--- src/rtl/cachePkg.sv ---
`timescale 1ns/1ps
package cachePkg;
  localparam int NUM_WAYS = 2;
  localparam int WAY_W    = 1;

  typedef enum logic [1:0] {
    ST_IDLE   = 2'd0,
    ST_MEMREQ = 2'd1,
    ST_WAIT   = 2'd2
  } ctrlState_t;

  typedef struct packed {
    logic capture;     // latch request address, data and hit flag
    logic touchHit;    // accepted access hit: refresh LRU of its set
    logic writeHit;    // store hit: overwrite the matching line
    logic fill;        // install returned word in the victim line
    logic respHitLd;   // load response from the hit line
    logic respFillLd;  // load response from memory word
    logic respWrLd;    // load store completion
  } ctrlStrobes_t;
endpackage

--- src/rtl/cacheDatapath.sv ---
`timescale 1ns/1ps
module cacheDatapath
  import cachePkg::*;
#(
  parameter int ADDR_W   = 6,
  parameter int DATA_W   = 16,
  parameter int NUM_SETS = 2
) (
  input  logic              clk,
  input  logic              rstN,
  input  ctrlStrobes_t      strb,
  input  logic [ADDR_W-1:0] reqAddr,
  input  logic [DATA_W-1:0] reqWData,
  input  logic [DATA_W-1:0] memRespData,
  output logic              lookupHit,
  output logic              hitQ,
  output logic [ADDR_W-1:0] addrQ,
  output logic [DATA_W-1:0] wdataQ,
  output logic              respValid,
  output logic              respHit,
  output logic [DATA_W-1:0] respData
);
  localparam int SET_W = $clog2(NUM_SETS);
  localparam int TAG_W = ADDR_W - SET_W;

  logic [NUM_WAYS-1:0] validQ [NUM_SETS];
  logic [TAG_W-1:0]    tagQ   [NUM_WAYS][NUM_SETS];
  logic [DATA_W-1:0]   dataQ  [NUM_WAYS][NUM_SETS];
  logic [NUM_SETS-1:0] lruQ;   // per set: way to replace next

  logic [SET_W-1:0]    lkSet, fSet;
  logic [TAG_W-1:0]    lkTag, fTag;
  logic [NUM_WAYS-1:0] hitVec;
  logic [WAY_W-1:0]    hitWay, victimWay;
  logic [DATA_W-1:0]   hitData;

  assign lkSet = reqAddr[SET_W-1:0];
  assign lkTag = reqAddr[ADDR_W-1:SET_W];
  assign fSet  = addrQ[SET_W-1:0];
  assign fTag  = addrQ[ADDR_W-1:SET_W];

  // One comparator per way, all evaluated in parallel
  for (genvar w = 0; w < NUM_WAYS; w++) begin : gCmp
    assign hitVec[w] = validQ[lkSet][w] && (tagQ[w][lkSet] == lkTag);
  end
  assign lookupHit = |hitVec;

  // Way-select multiplexer
  always_comb begin
    hitWay  = '0;
    hitData = '0;
    for (int w = 0; w < NUM_WAYS; w++) begin
      if (hitVec[w]) begin
        hitWay  = WAY_W'(w);
        hitData = dataQ[w][lkSet];
      end
    end
  end

  // Victim: lowest invalid way, else the LRU way
  always_comb begin
    victimWay = lruQ[fSet];
    for (int w = NUM_WAYS - 1; w >= 0; w--) begin
      if (!validQ[fSet][w]) victimWay = WAY_W'(w);
    end
  end

  always_ff @(posedge clk) begin
    if (!rstN) begin
      for (int s = 0; s < NUM_SETS; s++) validQ[s] <= '0;
      lruQ      <= '0;
      addrQ     <= '0;
      wdataQ    <= '0;
      hitQ      <= 1'b0;
      respValid <= 1'b0;
      respHit   <= 1'b0;
      respData  <= '0;
    end else begin
      if (strb.capture) begin
        addrQ  <= reqAddr;
        wdataQ <= reqWData;
        hitQ   <= lookupHit;
      end
      if (strb.touchHit) lruQ[lkSet] <= ~hitWay;
      if (strb.fill) begin
        validQ[fSet][victimWay] <= 1'b1;
        lruQ[fSet]              <= ~victimWay;
      end
      respValid <= strb.respHitLd | strb.respFillLd | strb.respWrLd;
      if (strb.respHitLd) begin
        respData <= hitData;
        respHit  <= 1'b1;
      end else if (strb.respFillLd) begin
        respData <= memRespData;
        respHit  <= 1'b0;
      end else if (strb.respWrLd) begin
        respData <= wdataQ;
        respHit  <= hitQ;
      end
    end
  end

  always_ff @(posedge clk) begin
    if (strb.writeHit) dataQ[hitWay][lkSet] <= reqWData;
    if (strb.fill) begin
      tagQ[victimWay][fSet]  <= fTag;
      dataQ[victimWay][fSet] <= memRespData;
    end
  end

  AST_HIT_ONEHOT: assert property (@(posedge clk) disable iff (!rstN) $onehot0(hitVec));
  AST_FILL_EMPTY_FIRST: assert property (@(posedge clk) disable iff (!rstN)
    strb.fill && !(&validQ[fSet]) |-> !validQ[fSet][victimWay]);
  AST_FILL_ONLY_ON_MISS: assert property (@(posedge clk) disable iff (!rstN)
    strb.fill |-> !hitQ);
  AST_HIT_MOVES_LRU: assert property (@(posedge clk) disable iff (!rstN)
    strb.touchHit |=> lruQ[$past(lkSet)] != $past(hitWay));
endmodule

--- src/rtl/cacheControl.sv ---
`timescale 1ns/1ps
module cacheControl
  import cachePkg::*;
(
  input  logic         clk,
  input  logic         rstN,
  input  logic         reqValid,
  input  logic         reqWrite,
  input  logic         lookupHit,
  input  logic         memReqReady,
  input  logic         memRespValid,
  output ctrlStrobes_t strb,
  output logic         reqReady,
  output logic         memReqValid,
  output logic         memReqWrite
);
  ctrlState_t stateQ, stateD;
  logic       writeQ;

  always_comb begin
    strb        = '0;
    stateD      = stateQ;
    reqReady    = 1'b0;
    memReqValid = 1'b0;
    unique case (stateQ)
      ST_IDLE: begin
        reqReady = 1'b1;
        if (reqValid) begin
          strb.capture = 1'b1;
          if (reqWrite) begin
            strb.writeHit = lookupHit;
            strb.touchHit = lookupHit;
            stateD        = ST_MEMREQ;
          end else if (lookupHit) begin
            strb.touchHit  = 1'b1;
            strb.respHitLd = 1'b1;
          end else begin
            stateD = ST_MEMREQ;
          end
        end
      end
      ST_MEMREQ: begin
        memReqValid = 1'b1;
        if (memReqReady) begin
          if (writeQ) begin
            strb.respWrLd = 1'b1;
            stateD        = ST_IDLE;
          end else begin
            stateD = ST_WAIT;
          end
        end
      end
      ST_WAIT: begin
        if (memRespValid) begin
          strb.fill       = 1'b1;
          strb.respFillLd = 1'b1;
          stateD          = ST_IDLE;
        end
      end
      default: stateD = ST_IDLE;
    endcase
  end

  always_ff @(posedge clk) begin
    if (!rstN) begin
      stateQ <= ST_IDLE;
      writeQ <= 1'b0;
    end else begin
      stateQ <= stateD;
      if (strb.capture) writeQ <= reqWrite;
    end
  end

  assign memReqWrite = writeQ;

  AST_MEMREQ_HELD: assert property (@(posedge clk) disable iff (!rstN)
    memReqValid && !memReqReady |=> memReqValid);
  AST_STALL_DURING_MISS: assert property (@(posedge clk) disable iff (!rstN)
    memReqValid |-> !reqReady);
  AST_STORE_NO_ALLOC: assert property (@(posedge clk) disable iff (!rstN)
    strb.fill |-> !writeQ);
endmodule

--- src/rtl/twoWayCache.sv ---
`timescale 1ns/1ps
module twoWayCache
  import cachePkg::*;
#(
  parameter int ADDR_W   = 6,
  parameter int DATA_W   = 16,
  parameter int NUM_SETS = 2
) (
  input  logic              clk,
  input  logic              rstN,
  input  logic              reqValid,
  input  logic              reqWrite,
  input  logic [ADDR_W-1:0] reqAddr,
  input  logic [DATA_W-1:0] reqWData,
  output logic              reqReady,
  output logic              respValid,
  output logic              respHit,
  output logic [DATA_W-1:0] respData,
  output logic              memReqValid,
  output logic              memReqWrite,
  output logic [ADDR_W-1:0] memReqAddr,
  output logic [DATA_W-1:0] memReqWData,
  input  logic              memReqReady,
  input  logic              memRespValid,
  input  logic [DATA_W-1:0] memRespData
);
  ctrlStrobes_t strb;
  logic         lookupHit;
  logic         hitQ;

  cacheControl uCtrl (
    .clk          (clk),
    .rstN         (rstN),
    .reqValid     (reqValid),
    .reqWrite     (reqWrite),
    .lookupHit    (lookupHit),
    .memReqReady  (memReqReady),
    .memRespValid (memRespValid),
    .strb         (strb),
    .reqReady     (reqReady),
    .memReqValid  (memReqValid),
    .memReqWrite  (memReqWrite)
  );

  cacheDatapath #(
    .ADDR_W   (ADDR_W),
    .DATA_W   (DATA_W),
    .NUM_SETS (NUM_SETS)
  ) uDp (
    .clk         (clk),
    .rstN        (rstN),
    .strb        (strb),
    .reqAddr     (reqAddr),
    .reqWData    (reqWData),
    .memRespData (memRespData),
    .lookupHit   (lookupHit),
    .hitQ        (hitQ),
    .addrQ       (memReqAddr),
    .wdataQ      (memReqWData),
    .respValid   (respValid),
    .respHit     (respHit),
    .respData    (respData)
  );
endmodule

--- config.mk ---
export PLATFORM = sky130hd
export DESIGN_NAME = twoWayCache
export DESIGN_NICKNAME = d
export VERILOG_FILES = /design/src/rtl/cachePkg.sv /design/src/rtl/cacheDatapath.sv /design/src/rtl/cacheControl.sv /design/src/rtl/twoWayCache.sv
export SDC_FILE = /design/constraint.sdc
export NUM_CORES = 1
export LEC_CHECK = 0
export BUFFER_PORTS_ARGS = -buffer_cell sky130_fd_sc_hd__buf_2
export CAP_MARGIN = 20
export CORE_MARGIN = 4
export CORE_UTILIZATION = 61
export DETAILED_ROUTE_END_ITERATION = 8
export GPL_ROUTABILITY_DRIVEN = 0
export PLACE_DENSITY = 0.95
export SYNTH_ARGS = -nofsm -noshare
export SYNTH_HDL_FRONTEND = slang
export SYNTH_SLANG_ARGS = --single-unit
export TNS_END_PERCENT = 100
--- constraint.sdc ---
create_clock -name clk -period 8.24 [get_ports clk]
set_input_delay 0 -clock clk [delete_from_list [all_inputs] [get_ports clk]]
set_output_delay 0 -clock clk [all_outputs]
set_load 0.01 [all_outputs]
# ---- Word-level counts from Yosys, hierarchy flattened
# Memories as Yosys holds them, arrays and structs flattened. A register that Yosys moved wholly into a read port is not among the register bits.
# Cells that the tools add are included.
# W data, S select, Z words.
dict set report classes {
  mux 80
  multipliers 0
  shift 0
  div 0
  n_bitwise 6
  n_reduce_logical 13
  n_eq_ne 8
  order_cmp 10
  add_sub_neg 0
}
# operator n
set ops {}
lappend ops {{$mux W16} 13}
lappend ops {{$mux W32} 4}
lappend ops {{$mux W5} 7}
lappend ops {{$demux W16 S1} 2}
lappend ops {{$mux W1} 32}
lappend ops {{$reduce_or A32 Y1} 1}
lappend ops {{$mux W2} 12}
lappend ops {{$eq A5 B5 Y1} 2}
lappend ops {{$mux W10} 1}
lappend ops {{$logic_and A1 B1 Y1} 7}
lappend ops {{$lt A1 B2 Y1 const B} 3}
lappend ops {{$mux W3} 2}
lappend ops {{$ne A2 B2 Y1 const B} 3}
lappend ops {{$pmux W2 S3} 1}
lappend ops {{$demux W5 S1} 1}
lappend ops {{$bwmux W2} 2}
lappend ops {{$ge A2 B2 Y1 const B} 2}
lappend ops {{$lt A2 B1 Y1 const B} 2}
lappend ops {{$not A1 Y2} 2}
lappend ops {{$reduce_and A4 Y1} 1}
lappend ops {{$reduce_or A2 Y1} 2}
lappend ops {{$demux W1 S1} 3}
lappend ops {{$ge A1 B1 Y1 const B} 3}
lappend ops {{$ne A3 B3 Y1 const B} 1}
lappend ops {{other kinds (6)} 8}
dict set report word_totals {
  wordCells 129
  latchBits 0
  mem_bits_ro 0
  reg_bits 46
  memories 3
  mem_bits_rw 88
}
# name depth word_bits rd rd_clocked_by_memory_dff wr line
set mem_list {}
lappend mem_list {uDp.dataQ 2 32 2 0 1 cacheDatapath.sv:28} ;# logic [DATA_W-1:0] dataQ [NUM_WAYS][NUM_SETS];
lappend mem_list {uDp.tagQ 2 10 2 0 1 cacheDatapath.sv:27} ;# logic [TAG_W-1:0] tagQ [NUM_WAYS][NUM_SETS];
lappend mem_list {uDp.validQ 2 2 2 1 2 cacheDatapath.sv:26} ;# logic [NUM_WAYS-1:0] validQ [NUM_SETS];

# ---- Logic depth before layout (Yosys ltp)
dict set report logic_depth {
  depth_word 15
  mapped_depth 12
  ltp_nobuf 7
}

# ---- Cells and area by module
# A second synthesis with hierarchy kept.
dict set report hier_totals {
  cells_unflattened 558
  area_unflattened_um2 6600.1
}
# mod cells_per_inst instances seq_area_each_um2 area_each_um2
set modules_own_cells {}
lappend modules_own_cells {cacheDatapath 533 1 3483.3 6403.6}
lappend modules_own_cells {cacheControl 25 1 60.1 196.4}

# ---- Worst setup path before layout
# Ideal clock, no wire load.
dict set report synth_path {
  kind {register -> register}
  from {memory uDp.tagQ[1][1] (netlist bit)}
  to {memory uDp.dataQ[1][0] (netlist bit), enable pin}
  stages_incl_launch_ff 9
  setup_slack_ps 5603
  required_time_ps 7850
  setup_ps 390
  synth_period_minus_slack_ps 2637
  arrival_time_ps 2246
  path_cell_list {edfxtp_1 -> mux2i_1 -> xnor2_1 -> nor4_2 -> and2_1 -> buf_6 -> o21ai_0 -> o21ai_0 -> nor2b_1}
}
# item line
set synth_rtl {}
lappend synth_rtl {{start, declared} cacheDatapath.sv:27}
lappend synth_rtl {{end, declared} cacheDatapath.sv:28}

==> qor.txt <==
number of buffers created by CTS: 17
die width: 105 um
IR drop worst, VDD: 0.175 mV
worst-skew pair later-pin latency: 530 ps
combinational share of power: 7.5%
CP required: 8460 ps
number of global-route vias before repair: 5,029
unrepaired setup endpoints after global routing: false
Worst-path clk slew: 70 ps
Worst Path Max Fanout: 19
# DRC: 0
H-Tree Depth: 4
Post-Route WL: 17,200 um
antenna viol nets, final: 0
CP max-delay cell: and2_1
DRT iter0 DRCs: 645
worst hold path class: in -> reg
most frequent CP cell: o21ai_0
synthesized net count: 554
family with the most delay on the worst path: simple AND/OR/NAND/NOR gates
outcome: complete, no violations
Mean Syn Cell Area: 11.2 um^2
Distinct cells, synth: 39
crit path time final: 3750 ps
worst-margin pin slew: 1100 ps
Pre-Repair DR Iteration Count: 5
Setup Crit Path Kind: reg -> reg
post_cts resized: 0
dpl cell area: 0.00616 mm^2
initial antenna violation count: 1
post-DR vias/cell: 6.35
GRT Overall Usage: 31.7%
synthesized area: 0.00570 mm^2
Leak: 2.83 nW
Synth top area share: 44.2%
EDFF count, synth: 84
DIE AREA: 0.0110 mm^2
Arr. time, crit path: 3980 ps
Switching Share: 22.6%
GR Overflow Total: 0
Synth Instances: 510
Synth warnings: 0
sw power: 375 uW
Final Max Slew Viols: 0
via count: 4,810
synthesis-stage register bit count: 135
crit path launch type: flop
CTS tree: built
row cnt: 35
crit path capture type: flop
most frequent cell after synthesis: nand2_1
sequential share of power: 44.8%
largest net degree at the start of global routing: 50
post-DR wirelength/cell: 22.7 um
first-pass GRT wire length: 27,000 um
Max clock buf depth: 2
fin area: 0.00721 mm^2
Max-Cap Viols: 0
DP Wirelength: 9120 um
layout cell share with drive strength beyond 1: 22.3%
cell accounting for the most synthesized area: edfxtp_1
Main synth FF type: edfxtp_1
fin nets: 677
I/O Buffers: 86
Max Clk Rate: 0.267 GHz
Synth area leaders: edfxtp_1, dfxtp_1, nand2_1, mux2i_1, a21oi_1
die height: 105 um
final setup fails: 0
slowest stage delay, CP: 720 ps
Area Growth Syn to Fin: 26.4%
Crit path buffers/inverters: 1
synth cell count leaders: nand2_1, edfxtp_1, dfxtp_1, a21oi_1, mux2i_1
final setup skew: 13.4 ps
Slew HR: 26.2%
Synth async-reset ratio: 0%
Power Density: 231 mW/mm^2
CTS Root Cell: clkbuf_8
Hold Vio Cnt, Final: 0
CORE AREA: 0.00915 mm^2
IO Count: 87
sequential element share of the synthesized area: 62.1%
initial core utilization: 62.3%
clock network power share: 47.7%
clock sinks: 135
CP Cell Sequence: mux2i_1 -> xnor2_1 -> nor4_2 -> and2_1 -> o21ai_0 -> o21ai_0 -> nor2b_1 -> buf_4
Int Power: 1.29 mW
setup TNS: 0 ps
fin crit share: 45.5%
## layer usage
metal  GRT usage, %  wire (um)  vias up
met3           6.18       1790       61
li1               -          -     2072
met2           53.6       8630      395
met4           14.8        561        0
met1           39.5       6180     2282
met5              0          0        -
## path summary, 6_finish.rpt
path	slack [ps]	start	to	cells past startpoint
worst max-delay path	4490	uDp.tagQ[1][7]	uDp.dataQ[1][5]	8
worst min register to register	470	uDp.wdataQ[6]	uDp.wdataQ[6]	2
worst min-delay path	70	reqValid	uDp.wdataQ[3]	5
worst max register to register	4490	uDp.tagQ[1][7]	uDp.dataQ[1][5]	8
## timing repair
| action | in CTS | in global routing |
|---|---|---|
| endpoints found under the hold margin | 105 | 0 |
| hold buffers | 42 | 0 |
| buffers inserted | 0 | 0 |
| setup endpoints to repair | 0 | 0 |
## per-stage QoR
| step | hold slack (ps) | power, mW | setup slack, ps | std cells | utilization, % |
|---|---|---|---|---|---|
| 6_report | 68.9 | 1.66 | 4490 | 757 | 78.7 |
| 5_1_grt | 83.4 | 1.70 | 4170 | 757 | 78.7 |
| 4_1_cts | 50.7 | 1.65 | 4470 | 756 | 78.7 |
| 3_5_place_dp | 259 | 0.861 | 4170 | 683 | 67.3 |
| 3_3_place_gp | 252 | 0.856 | 4470 | 683 | 67.3 |
| 2_1_floorplan | 118 | 0.817 | 5600 | 510 | - |
## cell type report
class / count / area (um^2)
Sequential cell: 135 / 3540
Multi-Input combinational cell: 339 / 1960
Fill cell: 477 / 1950
Timing Repair Buffer: 138 / 926
Clock buffer: 22 / 518
Tap cell: 111 / 139
Clock inverter: 9 / 106
Inverter: 2 / 7.51
Antenna cell: 1 / 2.50
## logic make-up after synthesis
logic type                count (synthesis)  share of synthesized area (%)
AOI/OAI and AO/OA                        75                           7.44
muxes                                    42                           7.42
DFF                                     135                           62.1
and+or+nand+nor                         210                           17.7
xor gates and xnor gates                 12                           1.84
buffers and inverters                    36                           3.42
## tightest hold or removal path, cell delays in order
cell and delay (ps):
buf_2 80, nand2_1 40, buf_4 240, nand2_1 110
a21oi_1 50
## flip-flops by register name (all words and copies together) (netlist names), named ones only
| register | cells |
|---|---|
| uDp.dataQ | 64 |
| uDp.tagQ | 20 |
| uDp.respData | 16 |
| uDp.wdataQ | 16 |
| uDp.addrQ | 6 |
| uDp.validQ | 4 |
| uCtrl.stateQ | 2 |
| uDp.lruQ | 2 |
| uCtrl.memReqWrite | 1 |
| uDp.hitQ | 1 |
| uDp.respHit | 1 |
| uDp.respValid | 1 |
## power groups by stage
stage          logic, mW  clock network, mW  registers, mW
2_1_floorplan     0.0572                  0          0.760
3_3_place_gp      0.0997                  0          0.756
3_5_place_dp       0.104                  0          0.757
4_1_cts            0.121              0.782          0.743
5_1_grt            0.134              0.821          0.745
6_report           0.125              0.793          0.744
## cells in the final DEF, fill, tap and decap left out, drive strengths merged, types with 7 or more instances in the layout
cell type	netlist	layout
a21oi	45	45
buf	14	96
clkbuf	20	22
dfxtp	51	51
dlygate4sd3	0	42
edfxtp	84	84
mux2i	40	40
nand2	119	119
nand3	21	21
nor2	20	20
nor3	17	17
nor4	17	17
o21ai	7	7
o22ai	15	15
xnor2	8	8
No activity file was read; power rests on OpenSTA's default activity.
